## config.mk

```make
export PLATFORM = sky130hd
export DESIGN_NAME = sysclk_prescaler
export DESIGN_NICKNAME = d
export VERILOG_FILES = /design/src/rtl/psc_pkg.sv /design/src/rtl/psc_code_ctrl.sv /design/src/rtl/psc_div_cnt.sv /design/src/rtl/psc_clk_gate.sv /design/src/rtl/sysclk_prescaler.sv
export SDC_FILE = /design/constraint.sdc
export NUM_CORES = 1
export LEC_CHECK = 0
export BUFFER_PORTS_ARGS = -buffer_cell sky130_fd_sc_hd__buf_2
export CORE_UTILIZATION = 55
export CTS_CLUSTER_SIZE = 10
export DETAILED_ROUTE_END_ITERATION = 8
export MAX_ROUTING_LAYER = met4
export PLACE_DENSITY = 0.86
export SLEW_MARGIN = 20
export SYNTH_ARGS = -nofsm -noshare
export SYNTH_HDL_FRONTEND = slang
export SYNTH_SLANG_ARGS = --single-unit
```

## constraint.sdc

```tcl
create_clock -name mclk_i -period 3.33 [get_ports mclk_i]
set_input_delay 0 -clock mclk_i [delete_from_list [all_inputs] [get_ports mclk_i]]
set_output_delay 0 -clock mclk_i [all_outputs]
set_load 0.01 [all_outputs]
```

## src/rtl/psc_pkg.sv

```systemverilog
`timescale 1ns/1ps
package psc_pkg;

  // Limit a requested exponent to the largest supported one.
  function automatic int unsigned clamp_code(input int unsigned code,
                                             input int unsigned max_code);
    return (code > max_code) ? max_code : code;
  endfunction

  // Low-order ones mask whose all-ones value marks the last count of a period.
  function automatic logic [31:0] code_mask(input int unsigned code);
    return (32'd1 << code) - 32'd1;
  endfunction

endpackage

```

## src/rtl/psc_code_ctrl.sv

```systemverilog
`timescale 1ns/1ps
module psc_code_ctrl #(
  parameter int unsigned SEL_W      = 4,
  parameter int unsigned CODE_W     = 4,
  parameter int unsigned MAX_CODE   = 8,
  parameter int unsigned RESET_CODE = 3
) (
  input  logic              clk_i,
  input  logic              arst_ni,
  input  logic [SEL_W-1:0]  sel_i,
  input  logic              load_i,
  input  logic              wrap_i,
  output logic [CODE_W-1:0] cur_code_o
);

  logic [CODE_W-1:0] req_code;
  logic [CODE_W-1:0] pend_q;
  logic [CODE_W-1:0] cur_q;
  logic [CODE_W-1:0] want_code;

  assign req_code  = CODE_W'(psc_pkg::clamp_code(32'(sel_i), MAX_CODE));
  assign want_code = load_i ? req_code : pend_q;

  always_ff @(posedge clk_i or negedge arst_ni) begin
    if (!arst_ni) begin
      pend_q <= CODE_W'(RESET_CODE);
      cur_q  <= CODE_W'(RESET_CODE);
    end else begin
      if (load_i) pend_q <= req_code;
      if (wrap_i) cur_q  <= want_code;
    end
  end

  assign cur_code_o = cur_q;

  // the active code only moves at a period boundary
  a_r4_hold_mid_period: assert property (@(posedge clk_i) disable iff (!arst_ni)
    !wrap_i |=> $stable(cur_q));

  // reserved codes never reach the counter
  a_r5_code_in_range: assert property (@(posedge clk_i) disable iff (!arst_ni)
    32'(cur_q) <= MAX_CODE);

  // a strobe coinciding with the boundary is adopted there
  a_r6_same_cycle_load: assert property (@(posedge clk_i) disable iff (!arst_ni)
    (load_i && wrap_i) |=> (32'(cur_q) == psc_pkg::clamp_code(32'($past(sel_i)), MAX_CODE)));

endmodule

```

## src/rtl/psc_div_cnt.sv

```systemverilog
`timescale 1ns/1ps
module psc_div_cnt #(
  parameter int unsigned CODE_W = 4,
  parameter int unsigned CNT_W  = 8
) (
  input  logic              clk_i,
  input  logic              arst_ni,
  input  logic [CODE_W-1:0] code_i,
  output logic              wrap_o
);

  logic [CNT_W-1:0] cnt_q;
  logic [CNT_W-1:0] last_mask;

  assign last_mask = CNT_W'(psc_pkg::code_mask(32'(code_i)));
  assign wrap_o    = ((cnt_q & last_mask) == last_mask);

  always_ff @(posedge clk_i or negedge arst_ni) begin
    if (!arst_ni)    cnt_q <= '0;
    else if (wrap_o) cnt_q <= '0;
    else             cnt_q <= cnt_q + 1'b1;
  end

  // every new period starts from a zero count
  a_r4_restart_on_wrap: assert property (@(posedge clk_i) disable iff (!arst_ni)
    wrap_o |=> (cnt_q == '0));

  // the count never passes the last value of the active factor
  a_r1_count_in_range: assert property (@(posedge clk_i) disable iff (!arst_ni)
    (cnt_q & ~last_mask) == '0);

endmodule

```

## src/rtl/psc_clk_gate.sv

```systemverilog
`timescale 1ns/1ps
module psc_clk_gate (
  input  logic clk_i,
  input  logic arst_ni,
  input  logic en_i,
  output logic clk_o
);

  logic gate_q;

  // Captured while the master clock is low, so the AND below cannot clip a pulse.
  always_ff @(negedge clk_i or negedge arst_ni) begin
    if (!arst_ni) gate_q <= 1'b0;
    else          gate_q <= en_i;
  end

  assign clk_o = clk_i & gate_q;

endmodule

```

## src/rtl/sysclk_prescaler.sv

```systemverilog
`timescale 1ns/1ps
module sysclk_prescaler #(
  parameter int unsigned SEL_W      = 4,
  parameter int unsigned MAX_CODE   = 8,
  parameter int unsigned RESET_CODE = 3
) (
  input  logic             mclk_i,
  input  logic             arst_ni,
  input  logic [SEL_W-1:0] div_sel_i,
  input  logic             div_load_i,
  output logic             sys_clk_o,
  output logic             sys_ce_o
);

  localparam int unsigned CODE_W = $clog2(MAX_CODE + 1);
  localparam int unsigned CNT_W  = (MAX_CODE > 0) ? MAX_CODE : 1;

  logic              period_end;
  logic [CODE_W-1:0] active_code;

  psc_code_ctrl #(
    .SEL_W     (SEL_W),
    .CODE_W    (CODE_W),
    .MAX_CODE  (MAX_CODE),
    .RESET_CODE(RESET_CODE)
  ) u_code (
    .clk_i     (mclk_i),
    .arst_ni   (arst_ni),
    .sel_i     (div_sel_i),
    .load_i    (div_load_i),
    .wrap_i    (period_end),
    .cur_code_o(active_code)
  );

  psc_div_cnt #(
    .CODE_W(CODE_W),
    .CNT_W (CNT_W)
  ) u_cnt (
    .clk_i  (mclk_i),
    .arst_ni(arst_ni),
    .code_i (active_code),
    .wrap_o (period_end)
  );

  psc_clk_gate u_gate (
    .clk_i  (mclk_i),
    .arst_ni(arst_ni),
    .en_i   (period_end),
    .clk_o  (sys_clk_o)
  );

  assign sys_ce_o = period_end;

  // with a non-zero code the enable never lasts two cycles in a row
  a_r7_single_pulse: assert property (@(posedge mclk_i) disable iff (!arst_ni)
    (period_end && active_code != '0) |=> !(period_end && $stable(active_code)));

endmodule

```

==> results of run 1 <==
[power by group]
part / total, mW / switching (mW) / leakage [nW] / internal [mW]
logic: 0.487 / 0.248 / 0.261 / 0.239
registers: 0.358 / 0.0739 / 0.207 / 0.284
clock network: 0.168 / 0.0802 / 0.0372 / 0.0882
total: 1.01 / 0.402 / 0.506 / 0.611
[worst reg2reg max path: stages (launching register included)]
cell                       delay (ns)
sky130_fd_sc_hd__dfstp_2         0.39
sky130_fd_sc_hd__or4_4           0.57
sky130_fd_sc_hd__ha_4            0.20
sky130_fd_sc_hd__nor3_2          0.11
sky130_fd_sc_hd__o211ai_1        0.11
sky130_fd_sc_hd__a21oi_2         0.19
sky130_fd_sc_hd__nor4_4          0.05
[final cells by class]
type,count,area [um2],share of cell area (%)
Inverter,4,15.0,1.32
Clock buffer,8,53.8,4.72
Sequential cell,17,430,37.8
Multi-Input combinational cell,54,414,36.3
Tap cell,15,18.8,1.65
Timing Repair Buffer,26,208,18.2
[through the flow]
| step | power (mW) | area [um2] |
|---|---|---|
| 2_1_floorplan | 0.646 | 863 |
| 3_3_place_gp | 0.756 | 963 |
| 3_5_place_dp | 0.782 | 963 |
| 4_1_cts | 0.962 | 1140 |
| 5_1_grt | 1.06 | 1140 |
| 6_report | 1.01 | 1140 |
[path summary, 6_finish.rpt]
kind | start | endpoint | slack, ns | depth (start not counted)
worst max-delay path | u_code.cur_code_o[0] | u_gate.gate_q | -0.12 | 6
worst min-delay path | arst_ni | u_code.cur_code_o[2] | 0.04 | 2
worst max register to register | u_code.cur_code_o[0] | u_gate.gate_q | -0.12 | 6
worst min register to register | u_cnt.cnt_q[0] | u_cnt.cnt_q[0] | 0.52 | 1
max in group asynchronous | arst_ni | u_gate.gate_q | 1.44 | 2
min in group mclk_i | div_load_i | u_code.cur_code_o[3] | 0.08 | 3
[flip-flops by register name (all words and copies together) (netlist names)]
name / count
u_code.cur_code_o: 4
u_cnt.cnt_q: 8
u_code.pend_q: 4
u_gate.gate_q: 1
[timing repair]
item,CTS,global route
gates resized for setup,1,1
endpoints found under the hold margin,20,0
pin swaps,3,1
hold buffers,12,0
setup endpoints to repair,1,1
[logic make-up after synthesis]
group                      share of synthesized area [%]
buffers and inverters                               3.10
DFF                                                 50.8
muxes                                               7.09
xor gates and xnor gates                            7.24
and+or+nand+nor                                     21.3
adders and majority gates                           2.95
AOI/OAI and AO/OA                                   7.53
[cell usage in the layout, fill, tap and decap left out, drive strengths merged, types with 2 or more instances in the layout]
cell          n
dfrtp        12
dlygate4sd3  12
dfstp         4
nand2         2
and3          2
and2          2
clkbuf        7
nor2b         2
o21ai         5
xor2          3
nor2         10
nand3b        2
buf          15
ha            2
xnor2         4
nand3         4
inv           4
mux2          5
[per-layer routing]
| layer | vias up | track usage, % |
|---|---|---|
| met2 | 31 | 52.7 |
| met3 | 10 | 16.3 |
| met5 | - | - |
| li1 | 327 | - |
| met1 | 365 | 36.9 |
| met4 | 0 | 28.2 |
==> impl_metrics.tcl, run 1 <==
set metrics [dict create \
    route.vias.total 733 \
    grt_antenna_before_repair 0 \
    cts_tree "yes" \
    route.layer.met1.wl_um 952 \
    design.core.area_mm2 0.00137 \
    clk_skew_ns 0.0116 \
    critPathTopFamily "simple AND/OR/NAND/NOR gates" \
    grt_max_degree 18 \
    synthFlopType "sky130_fd_sc_hd__dfrtp_1" \
    cells_after_synthesis 76 \
    row_count 13 \
    top_level_ports 9 \
    insertedDiodeCount 0 \
    worst_slack_ns -0.122 \
    nNetsFinal 119 \
    fraction_of_final_layout_cells_with_drive_strength_greater_than_1_pct 34.9 \
    max_transition_viols_final 0 \
    critical_path.cell_chain "or4_4 > ha_4 > nor3_2 > o211ai_1 > a21oi_2 > nor4_4" \
    detail_route.iter0.violations 21 \
    residual_overflow_from_global_routing 0 \
    start_util_pct 62.0 \
    hold_viol 0 \
    arrival_ns 2.04 \
    cpPeakStageDelay_ns 0.57 \
    synth.top_cells.by_area "sky130_fd_sc_hd__dfrtp_1 (35%), sky130_fd_sc_hd__dfstp_2 (12%), sky130_fd_sc_hd__mux2_2 (5.3%)" \
    p_per_area_mw_per_mm2 889 \
    violated_checks "negative setup slack" \
    design.die.area_mm2 0.00170 \
    crit_buf_inv 0 \
    post-cts-setup-buffer-count 0 \
    yosys.area.top_type_share_pct 35.5 \
    unrepaired_setup_endpoints_after_global_routing "yes" \
    die_h_um 41.2 \
    postSynthAreaPerCell_um2 11.1 \
    ys.warnings.count 0 \
    detail-route-antenna-nets 0 \
    worst_slew_pin_slew_ns 0.504 \
    die_x_um 41.2 \
    drv.max_cap_violation_count 0 \
    clkTransAtPathRegs_ns 0.10 \
    setup.worst_path.end_class "flip-flop" \
    max_slew_margin_pct 66.4 \
    grt_pass1_wl_um 3350 \
    met3_routed_wirelength_um 136 \
    synthesis.nets 85 \
    clk_latency_ns 0.42 \
    synth.distinct_cells 30 \
    port_buffers 8 \
    final-instance-count-excl-fill 124 \
    timing.critical_path.fanout_max 4 \
    holdCritPathClass "in2async" \
    startpoint_type "flip-flop" \
    worst_ep_required_time_ns 1.92 \
    top_signal_layer_used "met4" \
    yosysMostFrequentCell "sky130_fd_sc_hd__dfrtp_1" \
    standard_cell_with_the_maximum_stage_delay_on_the_critical_path "sky130_fd_sc_hd__or4_4" \
    finalWeightedCongestion 0.821 \
    wirelength_um 2390 \
    via_per_inst 5.91 \
    peakVddDrop_mv 0.646 \
    place.detailed.instances 105 \
    syn_area_um2 847 \
    hold_slack_ns 0.0439 \
    met2_length_um 1210 \
    result_of_the_run "finished, violations left" \
    gr-usage-all-layers_pct 35.9 \
    synth.ff_latch_count 17 \
    synth_edf_count 0 \
    areaGrowthSynthToFinish_pct 34.6 \
    postLayoutCoreUtil_pct 83.4 \
    seq_area_frac_synth_pct 50.8 \
    worst-setup-path-type "reg2reg" \
    drtPass1Iterations 6 \
    drc 0 \
    commonest_cells_post_synth "sky130_fd_sc_hd__dfrtp_1 (12), sky130_fd_sc_hd__nor2_1 (10)" \
    post-synth-top-area-cell "sky130_fd_sc_hd__dfrtp_1" \
    pre_cts_ws_ns -0.135 \
    fraction_of_registers_with_async_set_or_reset_after_synthesis_pct 100 \
    detail_route.wl_per_cell_um 19.3 \
    p_leak_nw 0.506 \
    first_global_vias 735 \
    layout.filler_cells 80 \
    number_of_setup_violations_in_the_final_report 1 \
    setup-tns-final_ns -0.122 \
]
(Power assumes the default switching activity.)
==> run 2: changes to the inputs <==
--- a/config.mk
+++ b/config.mk
@@ -6,12 +6,12 @@
 export NUM_CORES = 1
 export LEC_CHECK = 0
 export BUFFER_PORTS_ARGS = -buffer_cell sky130_fd_sc_hd__buf_2
-export CORE_UTILIZATION = 55
+export CORE_UTILIZATION = 56
 export CTS_CLUSTER_SIZE = 10
 export DETAILED_ROUTE_END_ITERATION = 8
 export MAX_ROUTING_LAYER = met4
-export PLACE_DENSITY = 0.86
-export SLEW_MARGIN = 20
+export PLACE_DENSITY = 0.87
 export SYNTH_ARGS = -nofsm -noshare
 export SYNTH_HDL_FRONTEND = slang
+export SYNTH_HIERARCHICAL = 1
 export SYNTH_SLANG_ARGS = --single-unit
==> run 2 against run 1 <==
Effect of this change:
- the run now ends clean
- clock power fell by 4%
- global-route usage fell by 4.7 points
- final cell count rose by 11%
- sequential share of layout area fell by 3.5 points
- sequential power fell by 40%
- worst hold slack improved by 0.0027 ns
- sequential cell count did not move
- non-clock buffer count rose by 8
- clock skew rose by 0.00090 ns
- core utilization rose by 0.13 points
==> impl_metrics.tcl, run 2 <==
set metrics [dict create \
    post-synth-top-area-cell "sky130_fd_sc_hd__dfrtp_1" \
    yosys.area.top_type_share_pct 33.2 \
    via_per_inst 6.30 \
    syn_area_um2 903 \
    power_switching_share_pct 22.5 \
    postSynthAreaPerCell_um2 11.0 \
    design.die.area_mm2 0.00178 \
    yosysMostFrequentCell "sky130_fd_sc_hd__dfrtp_1" \
    grt_pass1_wl_um 3800 \
    largest_register "u_cnt/cnt_q" \
    result_of_the_run "finished, final reports clean" \
    pre_cts_ws_ns 0.00820 \
    areaGrowthSynthToFinish_pct 39.3 \
    crit_buf_inv 0 \
    fraction_of_final_layout_cells_with_drive_strength_greater_than_1_pct 40.2 \
    drv.max_cap_violation_count 0 \
    grt_max_degree 18 \
    grt_antenna_before_repair 0 \
    timing.critical_path.fanout_max 3 \
    worst_ep_required_time_ns 1.93 \
    worstReg2RegStart "u_code/cur_code_o[2]" \
    design.core.area_mm2 0.00151 \
    number_of_setup_violations_in_the_final_report 0 \
    synth_edf_count 0 \
    critPathTopFamily "simple AND/OR/NAND/NOR gates" \
    commonest_cells_post_synth "sky130_fd_sc_hd__dfrtp_1 (12), sky130_fd_sc_hd__a31oi_1 (11), sky130_fd_sc_hd__nor2_1 (6), sky130_fd_sc_hd__nand3b_1 (5)" \
    setup.worst_path.end_class "flip-flop" \
    drc 0 \
    hold_viol 0 \
    critical_path.cell_chain "nor2_4 > nand3b_1 > ha_4 > nor3_2 > o211ai_1 > a21o_2 > and3_4" \
    regToRegEndpoint "u_gate/gate_q" \
    fraction_of_synthesized_area_in_multiplexers_pct 3.32 \
    share_seq_of_total_power_pct 52.6 \
    ys.warnings.count 6 \
    wirelength_um 2480 \
    peakVddDrop_mv 0.343 \
    max_slew_margin_pct 74.5 \
    dp_hpwl_um 1310 \
    clk_skew_ns 0.0125 \
    top_level_ports 9 \
    mostFrequentLayoutCell "sky130_fd_sc_hd__buf_4" \
    startpoint_type "flip-flop" \
    timing.reg2reg.worst_path_depth 7 \
    synthesis.nets 91 \
    worst_slack_ns 0.0476 \
    synth.top_cells.by_area "sky130_fd_sc_hd__dfrtp_1 (33%), sky130_fd_sc_hd__dfstp_2 (12%), sky130_fd_sc_hd__a31oi_1 (7.6%)" \
    worst_slew_pin_slew_ns 0.382 \
    cts_tree "yes" \
    arrival_ns 1.88 \
    power.net_switching_mw 0.0913 \
    p_leak_nw 0.576 \
    clkTransAtPathRegs_ns 0.10 \
    timing.reg2reg.setup_slack_ns 0.05 \
    synth_top_family_by_area "simple AND/OR/NAND/NOR gates" \
    synth_simple_gate_area_share_pct 20.4 \
    holdCritPathClass "in2async" \
    parity_gate_share_of_the_synthesized_area_counting_xor_and_xnor_cells_pct 6.79 \
    start_util_pct 60.0 \
    seq_area_frac_synth_pct 47.6 \
    synthFlopType "sky130_fd_sc_hd__dfrtp_1" \
    portion_of_total_power_attributed_to_the_clock_network_pct 40.1 \
    finalWeightedCongestion 0.887 \
    detail-route-antenna-nets 0 \
    synth_compound_area_share_pct 16.2 \
    hold_slack_ns 0.0466 \
    part_of_the_power_in_combinational_logic_pct 7.3 \
    synth.ff_latch_count 17 \
    fraction_of_registers_with_async_set_or_reset_after_synthesis_pct 100 \
    layout.filler_cells 75 \
    gr-usage-all-layers_pct 31.3 \
    post_synth_fa_ha_maj_area_fraction_pct 2.77 \
    die_x_um 42.2 \
    first_global_vias 816 \
    nNetsFinal 132 \
    clk_latency_ns 0.41 \
    worst-setup-path-type "reg2reg" \
    route.vias.total 869 \
    cpPeakStageDelay_ns 0.43 \
    die_h_um 42.2 \
    seqCellArea_um2 432 \
    internal_power_mw 0.314 \
    detail_route.iter0.violations 33 \
    mostFrequentLayoutCells "sky130_fd_sc_hd__buf_4 (16), sky130_fd_sc_hd__dlygate4sd3_1 (11), sky130_fd_sc_hd__a31oi_1 (11), sky130_fd_sc_hd__dfrtp_1 (11), sky130_fd_sc_hd__buf_2 (8)" \
    residual_overflow_from_global_routing 0 \
    port_buffers 8 \
    p_per_area_mw_per_mm2 322 \
    insertedDiodeCount 0 \
    synth.distinct_cells 31 \
    standard_cell_with_the_maximum_stage_delay_on_the_critical_path "sky130_fd_sc_hd__dfrtp_1" \
    max_transition_viols_final 0 \
    cells_after_synthesis 82 \
    row_count 14 \
    largest_register_ffs 8 \
    detail_route.wl_per_cell_um 17.9 \
    drtPass1Iterations 4 \
    multiInputGateArea_um2 480 \
]
run 2: cells by family after synthesis:
logic type	count (synthesis)
mux	2
fa+ha+maj	2
compound gates	18
simple gates	32
flops	17
xor+xnor	7
buf+inv	4
run 2: what timing repair did:
action | CTS | global route
pin swaps | 0 | 5
resized for setup | 0 | 3
hold buffers | 11 | 0
endpoints found under the hold margin | 23 | 0
setup endpoints to repair | 1 | 1
buffers inserted | 2 | 7
run 2: final cells by class:
class                      count  area share, %
sequential                    17           34.3
clock buffer                   8           4.27
multi-input combinational     61           38.2
tap                           16           1.59
inverter                       2          0.596
timing repair buffer          34           21.1
run 2: worst max path at each step:
| stage | to | slack (ns) | cells past startpoint | from |
|---|---|---|---|---|
| finish | u_gate/gate_q | 0.05 | 7 | u_code/cur_code_o[2] |
| CTS | u_gate/gate_q | 0.02 | 7 | u_code/cur_code_o[0] |
| global placement | u_gate/gate_q | 0.07 | 7 | u_code/cur_code_o[1] |
| floorplan | u_gate/gate_q | -0.09 | 8 | u_code/cur_code_o[1] |
| global route | u_gate/gate_q | -0.01 | 7 | u_code/cur_code_o[2] |
| detailed placement | u_gate/gate_q | 0.008 | 7 | u_code/cur_code_o[1] |
run 2: power by group through the flow:
| stage | Combinational (mW) | Sequential [mW] | Clock (mW) |
|---|---|---|---|
| 5_1_grt | 0.0322 | 0.214 | 0.179 |
| 6_report | 0.0296 | 0.214 | 0.162 |
| 2_1_floorplan | 0.00651 | 0.217 | 0.000000902 |
| 3_3_place_gp | 0.0156 | 0.217 | 0.000000908 |
| 4_1_cts | 0.0274 | 0.213 | 0.165 |
| 3_5_place_dp | 0.0163 | 0.217 | 0.000000908 |
run 2: worst register-to-register path, delay by kind of cell (launching register included):
family | cells | cell delay (ns)
AO/OA/AOI/OAI | 2 | 0.35
adder cells (fa/ha/maj) | 1 | 0.19
flip-flops | 1 | 0.43
AND/OR/NAND/NOR | 4 | 0.53
run 2: per-layer routing:
layer | up-vias | share of wire, % | track usage, %
met5 | - | 0 | -
met3 | 9 | 6.2 | 8.62
met4 | 0 | 2.5 | 18.8
met1 | 443 | 43 | 40.2
li1 | 376 | - | -
met2 | 41 | 48 | 44.0
run 2: stage by stage:
stage	TNS [ns]	std cells	power [mW]	instance area [um2]	util [%]
finish	0	138	0.406	1260	83.6
global route	-0.0107	138	0.425	1260	83.6
CTS	0	131	0.405	1190	79.2
detailed placement	0	111	0.233	1020	67.7
global placement	0	111	0.232	1020	67.7
floorplan	-0.0948	82	0.223	930	-
